## src/rtl/sched_pkg.sv

```systemverilog
package sched_pkg;

  localparam int unsigned RATE_SEL_W = 3;
  localparam int unsigned NUM_RATES  = 7;
  localparam int unsigned TBL_DEPTH  = 1 << RATE_SEL_W;

  // Sample rate in Hz for each code.
  function automatic int unsigned rate_of(input int unsigned idx);
    case (idx)
      0:       return 32000;
      1:       return 44100;
      2:       return 48000;
      3:       return 88200;
      4:       return 96000;
      5:       return 176400;
      6:       return 192000;
      default: return 0;
    endcase
  endfunction

  // Timestamp interval (events per burst) for each code.
  function automatic int unsigned burst_of(input int unsigned idx);
    if (idx < 3)      return 8;
    else if (idx < 5) return 16;
    else              return 32;
  endfunction

endpackage

```

## src/rtl/sched_cfg.sv

```systemverilog
module sched_cfg
  import sched_pkg::*;
#(
  parameter int unsigned DENOM  = 8000,
  parameter int unsigned CNT_W  = 8,
  parameter int unsigned CHAN_W = 6,
  parameter int unsigned REM_W  = $clog2(DENOM)
) (
  input  logic                  clk,
  input  logic                  rst_n,
  input  logic                  cfg_load,
  input  logic [RATE_SEL_W-1:0] cfg_rate_sel,
  input  logic                  cfg_blocking,
  input  logic [CHAN_W-1:0]     cfg_chans,
  output logic                  load_ok,
  output logic [CNT_W-1:0]      step_int,
  output logic [REM_W-1:0]      step_rem,
  output logic [CNT_W-1:0]      burst,
  output logic                  blocking,
  output logic [CHAN_W-1:0]     chans
);

  localparam logic [RATE_SEL_W-1:0] RATE_LIMIT = RATE_SEL_W'(NUM_RATES);
  localparam logic [CNT_W-1:0]  RST_INT   = CNT_W'(rate_of(0) / DENOM);
  localparam logic [REM_W-1:0]  RST_REM   = REM_W'(rate_of(0) % DENOM);
  localparam logic [CNT_W-1:0]  RST_BURST = CNT_W'(burst_of(0));
  localparam logic [CHAN_W-1:0] RST_CHANS = CHAN_W'(2);

  logic [CNT_W-1:0] tbl_int   [TBL_DEPTH];
  logic [REM_W-1:0] tbl_rem   [TBL_DEPTH];
  logic [CNT_W-1:0] tbl_burst [TBL_DEPTH];

  // Per-code quotient, remainder and interval, folded at elaboration.
  for (genvar g = 0; g < TBL_DEPTH; g++) begin : g_rate
    if (g < NUM_RATES) begin : g_valid
      localparam int unsigned HZ = rate_of(g);
      assign tbl_int[g]   = CNT_W'(HZ / DENOM);
      assign tbl_rem[g]   = REM_W'(HZ % DENOM);
      assign tbl_burst[g] = CNT_W'(burst_of(g));
    end else begin : g_unused
      assign tbl_int[g]   = '0;
      assign tbl_rem[g]   = '0;
      assign tbl_burst[g] = '0;
    end
  end

  assign load_ok = cfg_load && (cfg_rate_sel < RATE_LIMIT);

  logic [CNT_W-1:0]  step_int_d, burst_d;
  logic [REM_W-1:0]  step_rem_d;
  logic              blocking_d;
  logic [CHAN_W-1:0] chans_d;

  always_comb begin
    step_int_d = step_int;
    step_rem_d = step_rem;
    burst_d    = burst;
    blocking_d = blocking;
    chans_d    = chans;
    if (load_ok) begin
      step_int_d = tbl_int[cfg_rate_sel];
      step_rem_d = tbl_rem[cfg_rate_sel];
      burst_d    = tbl_burst[cfg_rate_sel];
      blocking_d = cfg_blocking;
      chans_d    = cfg_chans;
    end
  end

  always_ff @(posedge clk or negedge rst_n) begin
    if (!rst_n) begin
      step_int <= RST_INT;
      step_rem <= RST_REM;
      burst    <= RST_BURST;
      blocking <= 1'b0;
      chans    <= RST_CHANS;
    end else if (load_ok) begin
      step_int <= step_int_d;
      step_rem <= step_rem_d;
      burst    <= burst_d;
      blocking <= blocking_d;
      chans    <= chans_d;
    end
  end

  // a load with an out-of-range code changes nothing
  p_bad_code_ignored_r1: assert property (@(posedge clk) disable iff (!rst_n)
    (cfg_load && !(cfg_rate_sel < RATE_LIMIT)) |=>
      ($stable(step_int) && $stable(step_rem) && $stable(burst) && $stable(chans)));

  // the interval is always a single power of two
  p_burst_pow2_r1: assert property (@(posedge clk) disable iff (!rst_n)
    $countones(burst) == 1);

  // the stored step remainder stays below the denominator
  p_step_rem_bound_r2: assert property (@(posedge clk) disable iff (!rst_n)
    step_rem < REM_W'(DENOM));

endmodule

```

## src/rtl/sched_accum.sv

```systemverilog
module sched_accum #(
  parameter int unsigned DENOM = 8000,
  parameter int unsigned CNT_W = 8,
  parameter int unsigned REM_W = $clog2(DENOM)
) (
  input  logic             clk,
  input  logic             rst_n,
  input  logic             tick,
  input  logic             clear,
  input  logic             commit,
  input  logic [CNT_W-1:0] step_int,
  input  logic [REM_W-1:0] step_rem,
  input  logic [CNT_W-1:0] burst,
  input  logic             blocking,
  output logic [CNT_W-1:0] count
);

  localparam logic [REM_W:0] DENOM_X = (REM_W+1)'(DENOM);

  logic [CNT_W-1:0] lo_int, lo_int_d;
  logic [REM_W-1:0] lo_rem, lo_rem_d;
  logic [REM_W:0]   rem_sum;
  logic             carry;
  logic [CNT_W-1:0] sum_int;
  logic [REM_W-1:0] sum_rem;

  // Candidate sum: leftover plus step, remainder carried into the whole part.
  always_comb begin
    rem_sum = {1'b0, lo_rem} + {1'b0, step_rem};
    carry   = (rem_sum >= DENOM_X);
    sum_rem = carry ? REM_W'(rem_sum - DENOM_X) : REM_W'(rem_sum);
    sum_int = lo_int + step_int + CNT_W'(carry);
  end

  // Count selection by mode.
  always_comb begin
    if (blocking) begin
      count = (sum_int >= burst) ? burst : '0;
    end else begin
      count = sum_int;
    end
  end

  always_comb begin
    lo_int_d = lo_int;
    lo_rem_d = lo_rem;
    if (clear) begin
      lo_int_d = '0;
      lo_rem_d = '0;
    end else if (commit) begin
      lo_int_d = sum_int - count;
      lo_rem_d = sum_rem;
    end
  end

  always_ff @(posedge clk or negedge rst_n) begin
    if (!rst_n) begin
      lo_int <= '0;
      lo_rem <= '0;
    end else if (clear || commit) begin
      lo_int <= lo_int_d;
      lo_rem <= lo_rem_d;
    end
  end

  // leftover remainder stays below the denominator
  p_rem_bound_r2: assert property (@(posedge clk) disable iff (!rst_n)
    lo_rem < REM_W'(DENOM));

  // a held-back tick leaves the leftover alone
  p_hold_on_stall_r6: assert property (@(posedge clk) disable iff (!rst_n)
    (tick && !commit && !clear) |=> ($stable(lo_int) && $stable(lo_rem)));

  // a valid load empties the leftover
  p_clear_on_load_r8: assert property (@(posedge clk) disable iff (!rst_n)
    clear |=> (lo_int == '0 && lo_rem == '0));

  // burst mode commits all or nothing
  p_burst_all_or_none_r4: assert property (@(posedge clk) disable iff (!rst_n)
    (blocking && commit) |-> (count == '0 || count == burst));

  // streaming mode leaves no whole event behind after a commit
  p_stream_drains_r3: assert property (@(posedge clk) disable iff (!rst_n)
    (!blocking && commit && !clear) |=> (lo_int == '0));

endmodule

```

## src/rtl/sched_gate.sv

```systemverilog
module sched_gate #(
  parameter int unsigned CNT_W   = 8,
  parameter int unsigned CHAN_W  = 6,
  parameter int unsigned BYTES_W = 16
) (
  input  logic               clk,
  input  logic               rst_n,
  input  logic               tick,
  input  logic               clear,
  input  logic [CNT_W-1:0]   count,
  input  logic [CHAN_W-1:0]  chans,
  input  logic [BYTES_W-1:0] avail_bytes,
  input  logic               slot_free,
  output logic               commit,
  output logic               emit_valid,
  output logic [CNT_W-1:0]   emit_count,
  output logic               stall
);

  logic [BYTES_W-1:0] need_bytes;
  logic               have_data;
  logic               stall_d;
  logic [CNT_W-1:0]   emit_count_d;

  // Two bytes per sample per channel.
  always_comb begin
    need_bytes   = (BYTES_W'(count) * BYTES_W'(chans)) << 1;
    have_data    = (avail_bytes >= need_bytes);
    commit       = tick && !clear && slot_free && have_data;
    stall_d      = tick && !clear && !commit;
    emit_count_d = commit ? count : '0;
  end

  always_ff @(posedge clk or negedge rst_n) begin
    if (!rst_n) begin
      emit_valid <= 1'b0;
      emit_count <= '0;
      stall      <= 1'b0;
    end else begin
      emit_valid <= commit;
      emit_count <= emit_count_d;
      stall      <= stall_d;
    end
  end

  // a cycle never reports both a packet and a stall
  p_excl_r6: assert property (@(posedge clk) disable iff (!rst_n)
    !(emit_valid && stall));

  // a committed tick shows one cycle later
  p_latency_r7: assert property (@(posedge clk) disable iff (!rst_n)
    commit |=> (emit_valid && emit_count == $past(count)));

  // the count reads zero with no packet
  p_idle_zero_r7: assert property (@(posedge clk) disable iff (!rst_n)
    !emit_valid |-> (emit_count == '0));

  // a tick alongside a load leaves no trace
  p_drop_on_load_r8: assert property (@(posedge clk) disable iff (!rst_n)
    clear |=> (!emit_valid && !stall));

endmodule

```

## src/rtl/cycle_event_sched.sv

```systemverilog
module cycle_event_sched
  import sched_pkg::*;
#(
  parameter int unsigned DENOM   = 8000,
  parameter int unsigned CNT_W   = 8,
  parameter int unsigned CHAN_W  = 6,
  parameter int unsigned BYTES_W = 16,
  parameter int unsigned PAY_W   = 16
) (
  input  logic                  clk,
  input  logic                  rst_n,
  input  logic                  cfg_load,
  input  logic [RATE_SEL_W-1:0] cfg_rate_sel,
  input  logic                  cfg_blocking,
  input  logic [CHAN_W-1:0]     cfg_chans,
  input  logic                  cycle_tick,
  input  logic [BYTES_W-1:0]    avail_bytes,
  input  logic                  slot_free,
  output logic                  emit_valid,
  output logic [CNT_W-1:0]      emit_count,
  output logic                  stall,
  output logic [CNT_W-1:0]      max_count,
  output logic [PAY_W-1:0]      max_payload
);

  localparam int unsigned REM_W = $clog2(DENOM);

  logic              load_ok;
  logic [CNT_W-1:0]  step_int;
  logic [REM_W-1:0]  step_rem;
  logic [CNT_W-1:0]  burst;
  logic              blocking;
  logic [CHAN_W-1:0] chans;
  logic [CNT_W-1:0]  count;
  logic              commit;

  sched_cfg #(
    .DENOM (DENOM),
    .CNT_W (CNT_W),
    .CHAN_W(CHAN_W),
    .REM_W (REM_W)
  ) u_cfg (
    .clk         (clk),
    .rst_n       (rst_n),
    .cfg_load    (cfg_load),
    .cfg_rate_sel(cfg_rate_sel),
    .cfg_blocking(cfg_blocking),
    .cfg_chans   (cfg_chans),
    .load_ok     (load_ok),
    .step_int    (step_int),
    .step_rem    (step_rem),
    .burst       (burst),
    .blocking    (blocking),
    .chans       (chans)
  );

  sched_accum #(
    .DENOM(DENOM),
    .CNT_W(CNT_W),
    .REM_W(REM_W)
  ) u_accum (
    .clk     (clk),
    .rst_n   (rst_n),
    .tick    (cycle_tick),
    .clear   (load_ok),
    .commit  (commit),
    .step_int(step_int),
    .step_rem(step_rem),
    .burst   (burst),
    .blocking(blocking),
    .count   (count)
  );

  sched_gate #(
    .CNT_W  (CNT_W),
    .CHAN_W (CHAN_W),
    .BYTES_W(BYTES_W)
  ) u_gate (
    .clk        (clk),
    .rst_n      (rst_n),
    .tick       (cycle_tick),
    .clear      (load_ok),
    .count      (count),
    .chans      (chans),
    .avail_bytes(avail_bytes),
    .slot_free  (slot_free),
    .commit     (commit),
    .emit_valid (emit_valid),
    .emit_count (emit_count),
    .stall      (stall)
  );

  // Worst-case count and payload (two header quadlets, one quadlet per sample).
  always_comb begin
    max_count   = blocking ? burst : (step_int + CNT_W'(step_rem != '0));
    max_payload = ((PAY_W'(max_count) * PAY_W'(chans)) << 2) + PAY_W'(8);
  end

  // no packet ever exceeds the reported worst case
  p_within_max_r9: assert property (@(posedge clk) disable iff (!rst_n)
    (commit && !load_ok) |-> (count <= max_count));

endmodule

```

## config.mk

```make
export PLATFORM = sky130hd
export DESIGN_NAME = cycle_event_sched
export DESIGN_NICKNAME = d
export VERILOG_FILES = /design/src/rtl/sched_pkg.sv /design/src/rtl/sched_cfg.sv /design/src/rtl/sched_accum.sv /design/src/rtl/sched_gate.sv /design/src/rtl/cycle_event_sched.sv
export SDC_FILE = /design/constraint.sdc
export NUM_CORES = 1
export LEC_CHECK = 0
export BUFFER_PORTS_ARGS = -buffer_cell sky130_fd_sc_hd__buf_2
export CORE_UTILIZATION = 41
export DETAILED_ROUTE_END_ITERATION = 16
export GPL_ROUTABILITY_DRIVEN = 0
export MAX_ROUTING_LAYER = met4
export PLACE_DENSITY = 0.59
export SETUP_SLACK_MARGIN = 0.15
export SLEW_MARGIN = 20
export SYNTH_ARGS = -nofsm -noshare
export SYNTH_HDL_FRONTEND = slang
export SYNTH_SLANG_ARGS = --single-unit
```

## constraint.sdc

```tcl
create_clock -name clk -period 9.59 [get_ports clk]
set_input_delay 0 -clock clk [delete_from_list [all_inputs] [get_ports clk]]
set_output_delay 0 -clock clk [all_outputs]
set_load 0.01 [all_outputs]
```

; ---- After elaboration in Yosys (flattened, before gate mapping)
; Memories as Yosys holds them, arrays and structs flattened. A register that Yosys moved wholly into a read port is not among the register bits.
; Cells that the tools add are included.
[totals]
register_bits = 38
latchBits = 0
mem_bits_rw = 0
romBits = 232
in_bits = 31
output_inout_bits = 34
elab_cells = 47
mem_count = 3
[mem_list]
columns = name, words, word_bits, read_ports, rd_ports_with_merged_regs, write_ports, line_no
row1 = (no name shown), 8, 13, 1, 1, 0, sched_cfg.sv:62  ; step_rem_d = tbl_rem[cfg_rate_sel];
row2 = (no name shown), 8, 8, 1, 1, 0, sched_cfg.sv:61  ; step_int_d = tbl_int[cfg_rate_sel];
row3 = (no name shown), 8, 8, 1, 1, 0, sched_cfg.sv:63  ; burst_d = tbl_burst[cfg_rate_sel];
[classes]
add_sub_neg = 7
n_mul = 2
div = 0
order_cmp = 4
n_eq_ne = 0
shift = 0
muxes = 9
n_bitwise = 1
reduce_logical = 14
[op_table]
columns = cell, n
row1 = two-way mux 8 bit, 6
row2 = two-way mux 13 bit, 3
row3 = multiplier 8 x 6 -> 14 bit, 2
row4 = adder 16 x 4 -> 16 bit (second input constant), 1
row5 = adder 8 x 1 -> 8 bit, 2
row6 = greater-or-equal comparator 16 x 15 -> 1 bit, 1
row7 = adder 13 x 13 -> 14 bit, 1
row8 = greater-or-equal comparator 14 x 13 -> 1 bit (second input constant), 1
row9 = nonzero test 13 bit, 1
row10 = subtractor 13 bit (second input constant), 1
row11 = adder 8 bit, 1
row12 = greater-or-equal comparator 8 bit, 1
row13 = subtractor 8 bit, 1
row14 = logical AND 1 bit, 5
row15 = logical NOT 1 bit, 5
row16 = inverter 3 -> 4 bit, 1
row17 = less-than comparator 3 bit (second input constant), 1
row18 = AND reduction 2 bit, 1
row19 = nonzero test 2 bit, 1
row20 = logical OR 1 bit, 1

; ---- Longest topological paths before layout
; Gate-level depths: netlist of run 1.
[depth]
word_depth = 11
depth_mapped = 47
ltp_nobuf = 46

; ---- Cells and area by module
; From an unflattened synthesis of run 1, not the netlist that was laid out.
[hier_totals]
cells_unflattened = 871
area_unflattened_um2 = 7657.3
[by_module_without_submodules]
columns = mod, n_inst, cells_each, area_each_um2
row1 = sched_accum, 1, 299, 2487.4
row2 = sched_gate, 1, 235, 2128.3
row3 = cycle_event_sched, 1, 252, 2029.4
row4 = sched_cfg, 1, 85, 1012.2

; ---- Worst setup path after synthesis of run 1
; Ideal clock, no wire load.
[synth_path]
kind = reg2reg
startpoint = register u_cfg.step_rem[2]
endpoint = register u_accum.lo_rem[7]
setup_time_ps = 126
t_arrival_ps = 9510
required_ps = 9464
path_slack_ps = -45
stages_incl_launch_ff = 45
synth_period_minus_slack_ps = 9635
cell_sequence = dfrtp_1 ha_1 inv_1 fa_1 nor2b_1 o21ai_0 xor2_1 inv_1 ha_1 nor2b_1 nand4_1 o211a_1 a21oi_2 a31oi_4 fa_1 fa_1 inv_1 a21o_1 [... 9 more ...] fa_1 fa_1 inv_1 ha_1 a21o_1 a21oi_1 o21bai_1 a21oi_1 o21ai_0 and4_1 nor3_1 ha_1 nor2b_1 o311ai_0 o211ai_1 buf_4 o21ai_0 a21oi_2
[synth_via]
elab_chain_cells = 11
[synth_lines]
columns = element, line_no
row1 = start: declaration, sched_cfg.sv:17  ; output logic [REM_W-1:0] step_rem,
row2 = adder 13 x 13 -> 14 bit (*), sched_accum.sv:29  ; rem_sum = {1'b0, lo_rem} + {1'b0, step_rem};
row3 = greater-or-equal comparator 14 x 13 -> 1 bit, sched_accum.sv:30  ; carry = (rem_sum >= DENOM_X);
row4 = adder 8 x 1 -> 8 bit, sched_accum.sv:32  ; sum_int = lo_int + step_int + CNT_W'(carry);
row5 = greater-or-equal comparator 8 bit, sched_accum.sv:38  ; count = (sum_int >= burst) ? burst : '0;
row6 = two-way mux 8 bit, sched_accum.sv:38
row7 = two-way mux 8 bit, sched_accum.sv:37  ; if (blocking) begin
row8 = multiplier 8 x 6 -> 14 bit, sched_gate.sv:27  ; need_bytes = (BYTES_W'(count) * BYTES_W'(chans)) << 1;
row9 = greater-or-equal comparator 16 x 15 -> 1 bit, sched_gate.sv:28  ; have_data = (avail_bytes >= need_bytes);
row10 = logical AND 1 bit, sched_gate.sv:29  ; commit = tick && !clear && slot_free && have_data;
row11 = nonzero test 2 bit (no line) or logical OR 1 bit (tied branches), --
row12 = AND reduction 2 bit (no line), --
row13 = end signal: assignment, sched_accum.sv:62  ; lo_rem <= lo_rem_d;
row14 = end: declaration, sched_accum.sv:21  ; logic [REM_W-1:0] lo_rem, lo_rem_d;
; Every way passes the cells marked *; elsewhere a longest branch is shown, timed or not. The select of a mux whose other input is x is not followed.
; A chain may end at the register's enable or synchronous reset.

; ---- Worst setup path after layout of run 1
[layout_path]
startpoint = register u_cfg.step_rem[2]
endpoint = register u_accum.lo_rem[3]
; Same word-level chain as after synthesis.

==> results of run 1 <==
==> stage by stage <==
step / setup slack, ns / instance area [um^2] / utilization (%) / cells
floorplan: 0.157 / 6460 / - / 751
CTS: 0.159 / 7430 / 48.7 / 1039
global route: -0.110 / 7890 / 51.7 / 1056
global placement: 0.0264 / 7080 / 46.4 / 1019
detailed placement: -0.155 / 7080 / 46.4 / 1019
finish: 0.326 / 7890 / 51.7 / 1056
==> per-layer routing <==
layer | vias up | wire length (um) | track usage [%]
met3 | 13 | 328 | 1.34
li1 | 2701 | - | -
met2 | 65 | 8350 | 35.4
met4 | 0 | 176 | 4.27
met1 | 2756 | 6880 | 23.7
met5 | - | 0 | -
==> synth_stat cells (all sizes together), types with 2 or more instances <==
cell type / count / area share [%]
dfrtp: 44 / 17
a311oi: 2 / 0.27
nor2: 35 / 2.1
nor3: 15 / 1.2
o21ai: 30 / 2.3
a22oi: 2 / 0.31
nor2b: 16 / 1.6
o211ai: 6 / 0.70
a22o: 2 / 0.27
xor2: 15 / 2.0
o41ai: 3 / 0.52
clkbuf: 17 / 1.1
nor3b: 2 / 0.23
nand4: 4 / 0.39
ha: 86 / 17
a31oi: 7 / 0.91
mux2i: 10 / 1.6
o311ai: 4 / 0.54
nor4: 3 / 0.52
o21bai: 6 / 0.70
and2: 61 / 5.9
nand3: 12 / 0.93
a211oi: 10 / 1.4
nand4b: 3 / 0.41
or2: 4 / 0.39
nand3b: 4 / 0.47
and3: 9 / 0.87
a21oi: 31 / 2.6
a21o: 13 / 1.5
a41oi: 2 / 0.27
fa: 45 / 14
o211a: 3 / 0.47
nand2: 84 / 4.9
inv: 91 / 5.3
o311a: 2 / 0.31
nand2b: 7 / 0.68
dfstp: 3 / 1.2
xnor2: 22 / 3.0
conb: 2 / 0.12
buf: 9 / 1.1
mux2: 2 / 0.41
o21a: 6 / 0.70
==> cells in the final DEF, fill, tap and decap left out, drive strengths merged, types with 12 or more instances in the layout <==
| master | netlist | layout |
|---|---|---|
| a21oi | 31 | 31 |
| nand3 | 12 | 12 |
| o21ai | 30 | 30 |
| buf | 9 | 102 |
| a21o | 13 | 13 |
| nor2b | 16 | 16 |
| xnor2 | 22 | 22 |
| nor2 | 35 | 35 |
| dfrtp | 44 | 44 |
| nor3 | 15 | 15 |
| nand2 | 84 | 84 |
| fa | 45 | 45 |
| and2 | 61 | 61 |
| inv | 91 | 92 |
| xor2 | 15 | 15 |
| ha | 86 | 86 |
==> worst register-to-register path, delay by kind of cell (launching register included) <==
family | cells | cell delay (ns)
AO/OA/AOI/OAI | 17 | 2.70
XOR/XNOR | 2 | 0.33
adder cells (fa/ha/maj) | 11 | 3.83
buffers and inverters | 9 | 0.91
flip-flops | 1 | 0.35
AND/OR/NAND/NOR | 7 | 1.05
==> state kept, by name, summed over array words and instances, names as in the netlist <==
signal and flops:
u_accum.lo_rem 11, u_gate.emit_valid 1, u_gate.emit_count 8, u_cfg.step_int 4
u_cfg.chans 6, u_cfg.blocking 1, u_cfg.step_rem 4, u_gate.stall 1
u_accum.lo_int 8, u_cfg.burst 3
==> area by class of cell <==
| type | instances | area, um^2 | area share, % |
|---|---|---|---|
| sequential | 47 | 1180 | 14.9 |
| multi-input combinational | 587 | 5160 | 65.3 |
| clock buffer | 5 | 125 | 1.59 |
| timing repair buffer | 112 | 781 | 9.89 |
| inverter | 91 | 342 | 4.33 |
| clock inverter | 3 | 46.3 | 0.586 |
| tap | 211 | 264 | 3.34 |
==> power groups by stage <==
stage / logic (mW) / registers (mW) / clock network, mW
after floorplan: 0.734 / 0.244 / 0
after global placement: 0.939 / 0.261 / 0
after CTS: 1.00 / 0.257 / 0.205
after global routing: 1.25 / 0.263 / 0.212
final: 1.11 / 0.258 / 0.202
after detailed placement: 0.961 / 0.261 / 0
==> worst paths after layout <==
kind / startpoint / endpoint / cells past startpoint
min in group asynchronous: rst_n / u_cfg.step_rem[7] / 2
max in group asynchronous: rst_n / u_accum.lo_int[6] / 2
worst max register to register: u_cfg.step_rem[2] / u_accum.lo_rem[3] / 46
worst min register to register: u_accum.lo_int[0] / u_accum.lo_int[0] / 2
worst max-delay path: u_cfg.step_rem[2] / u_accum.lo_rem[3] / 46
worst min-delay path: cycle_tick / u_gate.stall / 2
==> cells by family after synthesis <==
group                    after synthesis
multiplexers                          12
adder cells (fa/ha/maj)              131
buffers and inverters                117
XOR/XNOR                              37
other                                  2
AO/OA/AOI/OAI                        139
flip-flops                            47
AND/OR/NAND/NOR                      263
==> timing repair <==
action                                  4_1_cts  5_1_grt
cloned                                        0        3
setup buffers                                 4       14
endpoints found under the hold margin        51        0
pin swaps                                     3       49
endpoints found under the setup margin       29       29
hold buffers                                  8        0
gates resized for setup                      17       70
==> qor.txt, run 1 <==
Min-Delay Path Class: primary input to register
Adder-Cell Fraction of Synth Area: 30.7%
Worst-path clk slew: 0.06 ns
Layout Nets: 1,006
Cell Area, Synth: 6450 um^2
Hold WS: 0.0204 ns
Core Area: 15,300 um^2
fin crit share: 96.6%
routed wire length: 15.7 mm
critical path buffer and inverter count: 9
layout cells sized above 1: 23.1%
clk buf depth: 2
final hold violation count: 0
CTS tree: done
htree depth: 2
number of global-route vias before repair: 5,443
pin count of the biggest net entering global routing: 48
Worst Path Max Fanout: 8
slowest stage delay, CP: 0.51 ns
critical path arrival: 9.46 ns
final clock skew: 0.00873 ns
drc violations: 0
DP HPWL: 12.0 mm
clk root buf: clkbuf_16
Top FF cell, synth: dfrtp_1
syn avg cell area: 8.62 um^2
Netlist cell types: 70
Max VDD drop: 0.0821 mV
effective utilization at floorplan: 42.2%
Min Clock Period, post-route: 9.26 ns
wire per inst: 14.9 um
initial antenna violation count: 0
via/cell ratio: 5.24
setup slack, reg-to-reg: 0.33 ns
Pins Over Slew Limit: 0
drt first pass iters: 5
leakage: 3.86 nW
setup TNS: 0 ns
global-route usage over all layers: 19.5%
Comb pwr share: 70.7%
Synth Area in Simple Gates: 21.0%
Worst setup SP type: register
n_diodes: 0
yosys warns: 0
Num CTS Buffers: 5
max-cap check violation count: 0
max frequency: 108 MHz
status: finished clean
sequential power share: 16.5%
Compound-Gate Fraction of Synth Area: 15.4%
Worst Setup End Kind: register
total power: 1.57 mW
clock power share: 12.8%
post-route ant nets: 0
first-pass GRT wire length: 25.2 mm
GR Overflow Total: 0
# clock sinks: 47
sw frac: 45.8%
async set or reset register ratio after synthesis: 100%
die width: 127 um
most used cell, CP: inv_2
slowest stage cell on the critical path: fa_1
Worst Tran Pin Value: 1.16 ns
kind of critical path: register to register
fillers: 1,439
Seq cells post-synth: 47
Cell Rows: 45
Worst EP required: 9.78 ns
number of flops mapped to enable cells by yosys: 0
Synth Area in XOR/XNOR: 5.03%
clk_lat worst skew: 0.29 ns
RSZ-0062 raised after global routing: true
Die Y: 127 um
endpoints failing setup: 0
Area growth syn-to-layout: 22.5%
IO Count: 65
Internal: 0.852 mW
critical path's top delay family: adder cells
max_slew headroom: 22.3%
IO Port Bufs: 60
sequential area share after synthesis: 18.3%
Initial DRC Count: 227
Cell Pwr Density: 199 nW/um^2
total number of vias: 5,535
Sw Pwr: 0.719 mW
Syn Inst Count: 748
die area: 16,200 um^2
largest family of logic cells by synthesized area: adder cells
mux contribution to synthesized area: 1.96%
No activity file was read; power rests on OpenSTA's default activity.
==> run 2: changes to the inputs <==
- GPL_TIMING_DRIVEN: unset -> 0
- MAX_ROUTING_LAYER: met4 -> unset
==> run 2 against run 1 <==
  * Cell area is 3.1% higher
  * Flip-flop and latch count unchanged
  * Fmax grew 0.72%
  * Combinational power about the same
  * Worst hold slack improved by 0.0072 ns
  * First-iteration DRC count is 7.0% higher
  * Non-clock buffer count is 19 higher
  * Largest power group unchanged
==> qor.txt, run 2 (synthesized netlist as in run 1, its figures left out) <==
Cell Pwr Density: 196 nW/um^2
Worst EP required: 9.78 ns
global-route usage over all layers: 21.3%
slowest stage delay, CP: 0.55 ns
CTS tree: done
clk_lat worst skew: 0.29 ns
Pins Over Slew Limit: 0
most used cell, CP: inv_2
leakage: 3.95 nW
total number of vias: 5,684
Worst Path Max Fanout: 6
fin crit share: 95.9%
Sw Pwr: 0.742 mW
WL met1: 7.28 mm
Largest regs: u_accum.lo_rem (11), u_accum.lo_int (8), u_gate.emit_count (8)
Initial DRC Count: 243
n_diodes: 0
Comb pwr share: 71.2%
status: finished clean
Finished Layout Cells: 1,075
Top reg by flops: u_accum.lo_rem
clk root buf: clkbuf_16
top layer in use: met4
IO Count: 65
max reg flops: 11
Cell Rows: 45
Max VDD drop: 0.130 mV
setup TNS: 0 ns
drc violations: 0
initial antenna violation count: 0
Hold Startpoint: cycle_tick
max-cap check violation count: 0
clk buf depth: 2
final clock skew: 0.00799 ns
Core Area: 15,300 um^2
commonest non-fill, non-tap cell in the layout: inv_1
DP HPWL: 12.6 mm
routed wl met3: 495 um
Worst setup SP type: register
pin count of the biggest net entering global routing: 48
FF-to-FF path depth: 46
die area: 16,200 um^2
Worst R2R Start: u_cfg.step_rem[2]
via/cell ratio: 5.29
max frequency: 109 MHz
sw frac: 46.6%
effective utilization at floorplan: 42.2%
number of global-route vias before repair: 5,802
RSZ-0062 raised after global routing: true
Area growth syn-to-layout: 26.3%
clock power share: 13.1%
Setup crit start: u_cfg.step_rem[2]
Worst-path clk slew: 0.07 ns
Internal: 0.850 mW
GR Overflow Total: 0
met2 wire len: 8.69 mm
die width: 127 um
Min Clock Period, post-route: 9.20 ns
drt first pass iters: 5
Placed Cells: 1,021
Hold Crit Depth: 2
htree depth: 2
Worst Tran Pin Value: 0.860 ns
Worst Setup End Kind: register
Layout Nets: 1,025
IO Port Bufs: 59
routed wire length: 16.8 mm
post-route ant nets: 0
# clock sinks: 47
Num CTS Buffers: 5
endpoints failing setup: 0
critical path arrival: 9.39 ns
max_slew headroom: 41.7%
total power: 1.59 mW
kind of critical path: register to register
final hold violation count: 0
wire per inst: 15.6 um
first-pass GRT wire length: 27.7 mm
Min-Delay Path Class: primary input to register
Die Y: 127 um
most frequent cells in the layout: inv_1 (84), nand2_1 (83), ha_1 (79), buf_2 (58), and2_1 (56)
sequential power share: 15.8%
slowest stage cell on the critical path: fa_1
layout cells sized above 1: 23.8%
[run 2: timing repair]
item / in CTS / in global routing
pin swaps: 41 / 29
hold buffers: 8 / 0
endpoints found under the setup margin: 29 / 29
cloned: 0 / 1
gates resized for setup: 60 / 58
endpoints found under the hold margin: 51 / 0
buffers inserted: 28 / 9
[run 2: path summary, 6_finish.rpt]
kind                                     end  slack (ns)
max in group asynchronous  u_cfg.step_rem[8]        8.86
max reg2reg                u_accum.lo_int[7]        0.39
min reg2reg                u_accum.lo_int[4]        0.55
min in group asynchronous  u_accum.lo_int[5]        0.27
min                             u_gate.stall        0.03
max                        u_accum.lo_int[7]        0.39
[run 2: critical path, delay by kind of cell, from the launching register on]
| kind | cells | cell delay, ns |
|---|---|---|
| and+or+nand+nor | 8 | 1.01 |
| xor gates and xnor gates | 2 | 0.35 |
| DFF | 1 | 0.38 |
| adders and majority gates | 11 | 3.87 |
| buffers and inverters | 9 | 0.90 |
| AOI/OAI and AO/OA | 16 | 2.57 |
[run 2: final cells by class]
| cell class | instances | area, um^2 |
|---|---|---|
| fill | 1420 | 7120 |
| buffer | 26 | 181 |
| timing repair buffer | 105 | 728 |
| multi-input combinational | 587 | 5270 |
| clock buffer | 6 | 139 |
| inverter | 91 | 342 |
| clock inverter | 2 | 35.0 |
| sequential | 47 | 1180 |
| tap | 211 | 264 |
[run 2: power groups by stage]
stage / Combinational, mW / Sequential [mW] / Clock, mW
final: 1.13 / 0.251 / 0.208
after global routing: 1.28 / 0.254 / 0.219
after CTS: 1.07 / 0.248 / 0.213
after detailed placement: 0.956 / 0.251 / 0
after global placement: 0.931 / 0.250 / 0
after floorplan: 0.734 / 0.244 / 0
[run 2: metrics by stage]
stage	worst slack [ns]	area [um^2]	hold slack [ns]	utilization [%]
after floorplan	0.157	6460	-0.296	-
after global placement	-1.23	7020	0.197	46.0
after detailed placement	-1.33	7020	0.203	46.0
after CTS	0.131	7770	0.0209	50.9
after global routing	-0.0483	8140	0.0260	53.4
final	0.392	8140	0.0276	53.4
[run 2: layer usage]
| layer | track usage [%] | vias to the layer above |
|---|---|---|
| met3 | 1.88 | 19 |
| met1 | 26.1 | 2812 |
| met5 | 0 | - |
| li1 | - | 2742 |
| met4 | 6.44 | 0 |
| met2 | 39.3 | 111 |
==> run 3: changes to the inputs <==
- ABC_AREA: unset -> 1
- CORE_MARGIN: unset -> 4
- GPL_TIMING_DRIVEN: 0 -> unset
==> run 3 against run 2 <==
  * Synthesized area about the same
  * Fmax grew 2.2%
  * Total power is 18% lower
  * Clock-buffer cell count up 2
  * First-iteration DRC count is 33% higher
  * Wire length fell by 4.1%
  * Flip-flop and latch count unchanged
  * Synthesized cell count increased by 20%
  * Largest power group unchanged
  * Critical path depth up 11
  * Sequential power shrank 5%
  * Clock skew is 0.0015 ns lower
==> qor.txt, run 3 <==
initial antenna violation count: 0
Setup WS post-layout: 0.592 ns
Syn Inst Count: 898
post-route ant nets: 0
htree depth: 2
Min Clock Period, post-route: 9.00 ns
effective utilization at floorplan: 42.1%
clock power share: 14.2%
critical path arrival: 9.17 ns
slowest stage delay, CP: 0.55 ns
fillers: 1,574
max reg flops: 11
Top FF cell, synth: dfrtp_1
Largest regs: u_accum.lo_rem (11), u_accum.lo_int (8), u_gate.emit_count (8)
syn avg cell area: 7.18 um^2
Comb pwr share: 67.5%
sequential power share: 18.3%
Worst Path Max Fanout: 14
Synth top area share: 17.1%
IO Count: 65
Area growth syn-to-layout: 19.2%
IO Port Bufs: 60
Min-Delay Path Class: primary input to register
setup TNS: 0 ns
status: finished clean
Synth area leader: dfrtp_1
Max VDD drop: 0.0691 mV
fin crit share: 93.8%
drt first pass iters: 4
slowest stage cell on the critical path: fa_1
Worst-path clk slew: 0.07 ns
Worst setup SP type: register
Worst R2R Start: u_cfg.step_rem[2]
top-count cell post-synth: nand2_1
Netlist cell types: 44
RSZ-0062 raised after global routing: true
Cell Pwr Density: 170 nW/um^2
async set or reset register ratio after synthesis: 100%
FF-to-FF path depth: 57
Seq cells post-synth: 47
pin count of the biggest net entering global routing: 48
Top reg by flops: u_accum.lo_rem
final hold violation count: 0
CTS tree: done
number of global-route vias before repair: 5,405
die area: 17,800 um^2
total power: 1.31 mW
leakage: 4.15 nW
Worst Hold End: u_cfg.step_rem[2]
clk_lat worst skew: 0.29 ns
utilization after layout: 50.1%
n_diodes: 0
list of most frequent post-synthesis cells: nand2_1 (203), inv_1 (168), nor2_1 (108), ha_1 (86), nand3_1 (51)
R2R Path End: u_accum.lo_rem[8]
yosys warns: 0
endpoints failing setup: 0
commonest non-fill, non-tap cell in the layout: nand2_1
max-cap check violation count: 0
DP HPWL: 12.9 mm
sequential area share after synthesis: 18.3%
Die Y: 133 um
setup slack, reg-to-reg: 0.59 ns
wire per inst: 13.4 um
sw frac: 47.3%
final clock skew: 0.00650 ns
die width: 133 um
Worst Setup End Kind: register
Hold Startpoint: cfg_rate_sel[2]
kind of critical path: register to register
# clock sinks: 47
Initial DRC Count: 322
Num CTS Buffers: 5
via/cell ratio: 4.89
routed wire length: 16.1 mm
Core Area: 15,300 um^2
Worst Tran Pin Value: 0.830 ns
total number of vias: 5,877
number of flops mapped to enable cells by yosys: 0
Sw Pwr: 0.618 mW
Pins Over Slew Limit: 0
most frequent cells in the layout: nand2_1 (198), inv_1 (164), nor2_1 (105), ha_1 (77), buf_2 (60)
Hold Crit Depth: 4
max frequency: 111 MHz
clk buf depth: 2
Cell Rows: 45
global-route usage over all layers: 17.7%
clk root buf: clkbuf_16
Internal: 0.689 mW
largest cells by area after synthesis: dfrtp_1 (17%), ha_1 (17%), fa_1 (14%)
max_slew headroom: 44.2%
drc violations: 0
most used cell, CP: nand2_1
GR Overflow Total: 0
layout cells sized above 1: 16.8%
first-pass GRT wire length: 26.3 mm
Setup WS pre-CTS: 0.0213 ns
Worst EP required: 9.76 ns
Cell Area, Synth: 6440 um^2
Layout Nets: 1,151
==> run 3: power groups by stage <==
stage               Sequential, mW  Clock (mW)  Combinational (mW)
detailed placement           0.242           0               0.766
global route                 0.242       0.198                1.01
CTS                          0.239       0.188               0.779
global placement             0.242           0               0.764
floorplan                    0.233           0               0.594
finish                       0.239       0.185               0.882
==> run 3: per-stage QoR <==
| stage | cell area [um^2] | hold WS, ns | std cells |
|---|---|---|---|
| after floorplan | 6450 | -0.296 | 901 |
| after global placement | 6960 | 0.140 | 1160 |
| after detailed placement | 6960 | 0.139 | 1160 |
| after CTS | 7250 | 0.0486 | 1180 |
| after global routing | 7680 | 0.0889 | 1201 |
| final | 7680 | 0.0557 | 1201 |
==> run 3: worst max-delay path by stage <==
| stage | endpoint | slack [ns] | depth (start not counted) | from |
|---|---|---|---|---|
| 5_1_grt | u_accum.lo_int[0] | 0.06 | 55 | u_cfg.step_rem[2] |
| 3_5_place_dp | u_accum.lo_int[2] | 0.02 | 56 | u_cfg.step_rem[2] |
| 6_report | u_accum.lo_rem[8] | 0.59 | 57 | u_cfg.step_rem[2] |
| 2_1_floorplan | u_accum.lo_int[4] | 1.02 | 57 | u_cfg.step_rem[2] |
| 4_1_cts | u_accum.lo_int[2] | 0.16 | 57 | u_cfg.step_rem[2] |
| 3_3_place_gp | u_accum.lo_rem[10] | 0.34 | 55 | u_cfg.step_rem[2] |
==> run 3: critical path, delay by kind of cell, from the launching register on <==
family                   cells  cell delay [ns]
AO/OA/AOI/OAI               10             1.25
XOR/XNOR                     3             0.46
adder cells (fa/ha/maj)     11             3.71
buffers and inverters       11             0.88
flip-flops                   1             0.38
AND/OR/NAND/NOR             22             2.16
==> run 3: layer usage <==
layer	track usage [%]	vias up	routed length (um)
li1	-	2975	-
met1	27.4	2746	7860
met2	26.9	146	7320
met3	2.68	10	814
met4	2.06	0	83
met5	0	-	0
==> run 3: timing repair <==
| item | 4_1_cts | 5_1_grt |
|---|---|---|
| setup endpoints to repair | 19 | 29 |
| hold buffers | 10 | 0 |
| buffers inserted | 1 | 21 |
| cloned | 1 | 0 |
| hold endpoints to repair | 53 | 0 |
| pin swaps | 1 | 15 |
| resized for setup | 7 | 55 |
==> run 3: cell type report <==
type                            count  area, um^2  area share (%)
Clock buffer                        8         156            2.04
Inverter                          177         681            8.86
Multi-Input combinational cell    663        4770            62.2
Sequential cell                    47        1180            15.4
Tap cell                          211         264            3.44
Timing Repair Buffer               94         617            8.03
Timing Repair inverter              1        7.51          0.0978
==> run 3: cell families (layout without fill, tap and decap cells) <==
| logic type | count (synthesis) | in the layout | synth area share [%] |
|---|---|---|---|
| adders and majority gates | 131 | 131 | 30.7 |
| buffers and inverters | 191 | 280 | 11.5 |
| and+or+nand+nor | 409 | 409 | 27.7 |
| xor gates and xnor gates | 30 | 30 | 4.08 |
| AOI/OAI and AO/OA | 88 | 88 | 7.65 |
| other | 2 | 5 | 0.117 |
| DFF | 47 | 47 | 18.3 |
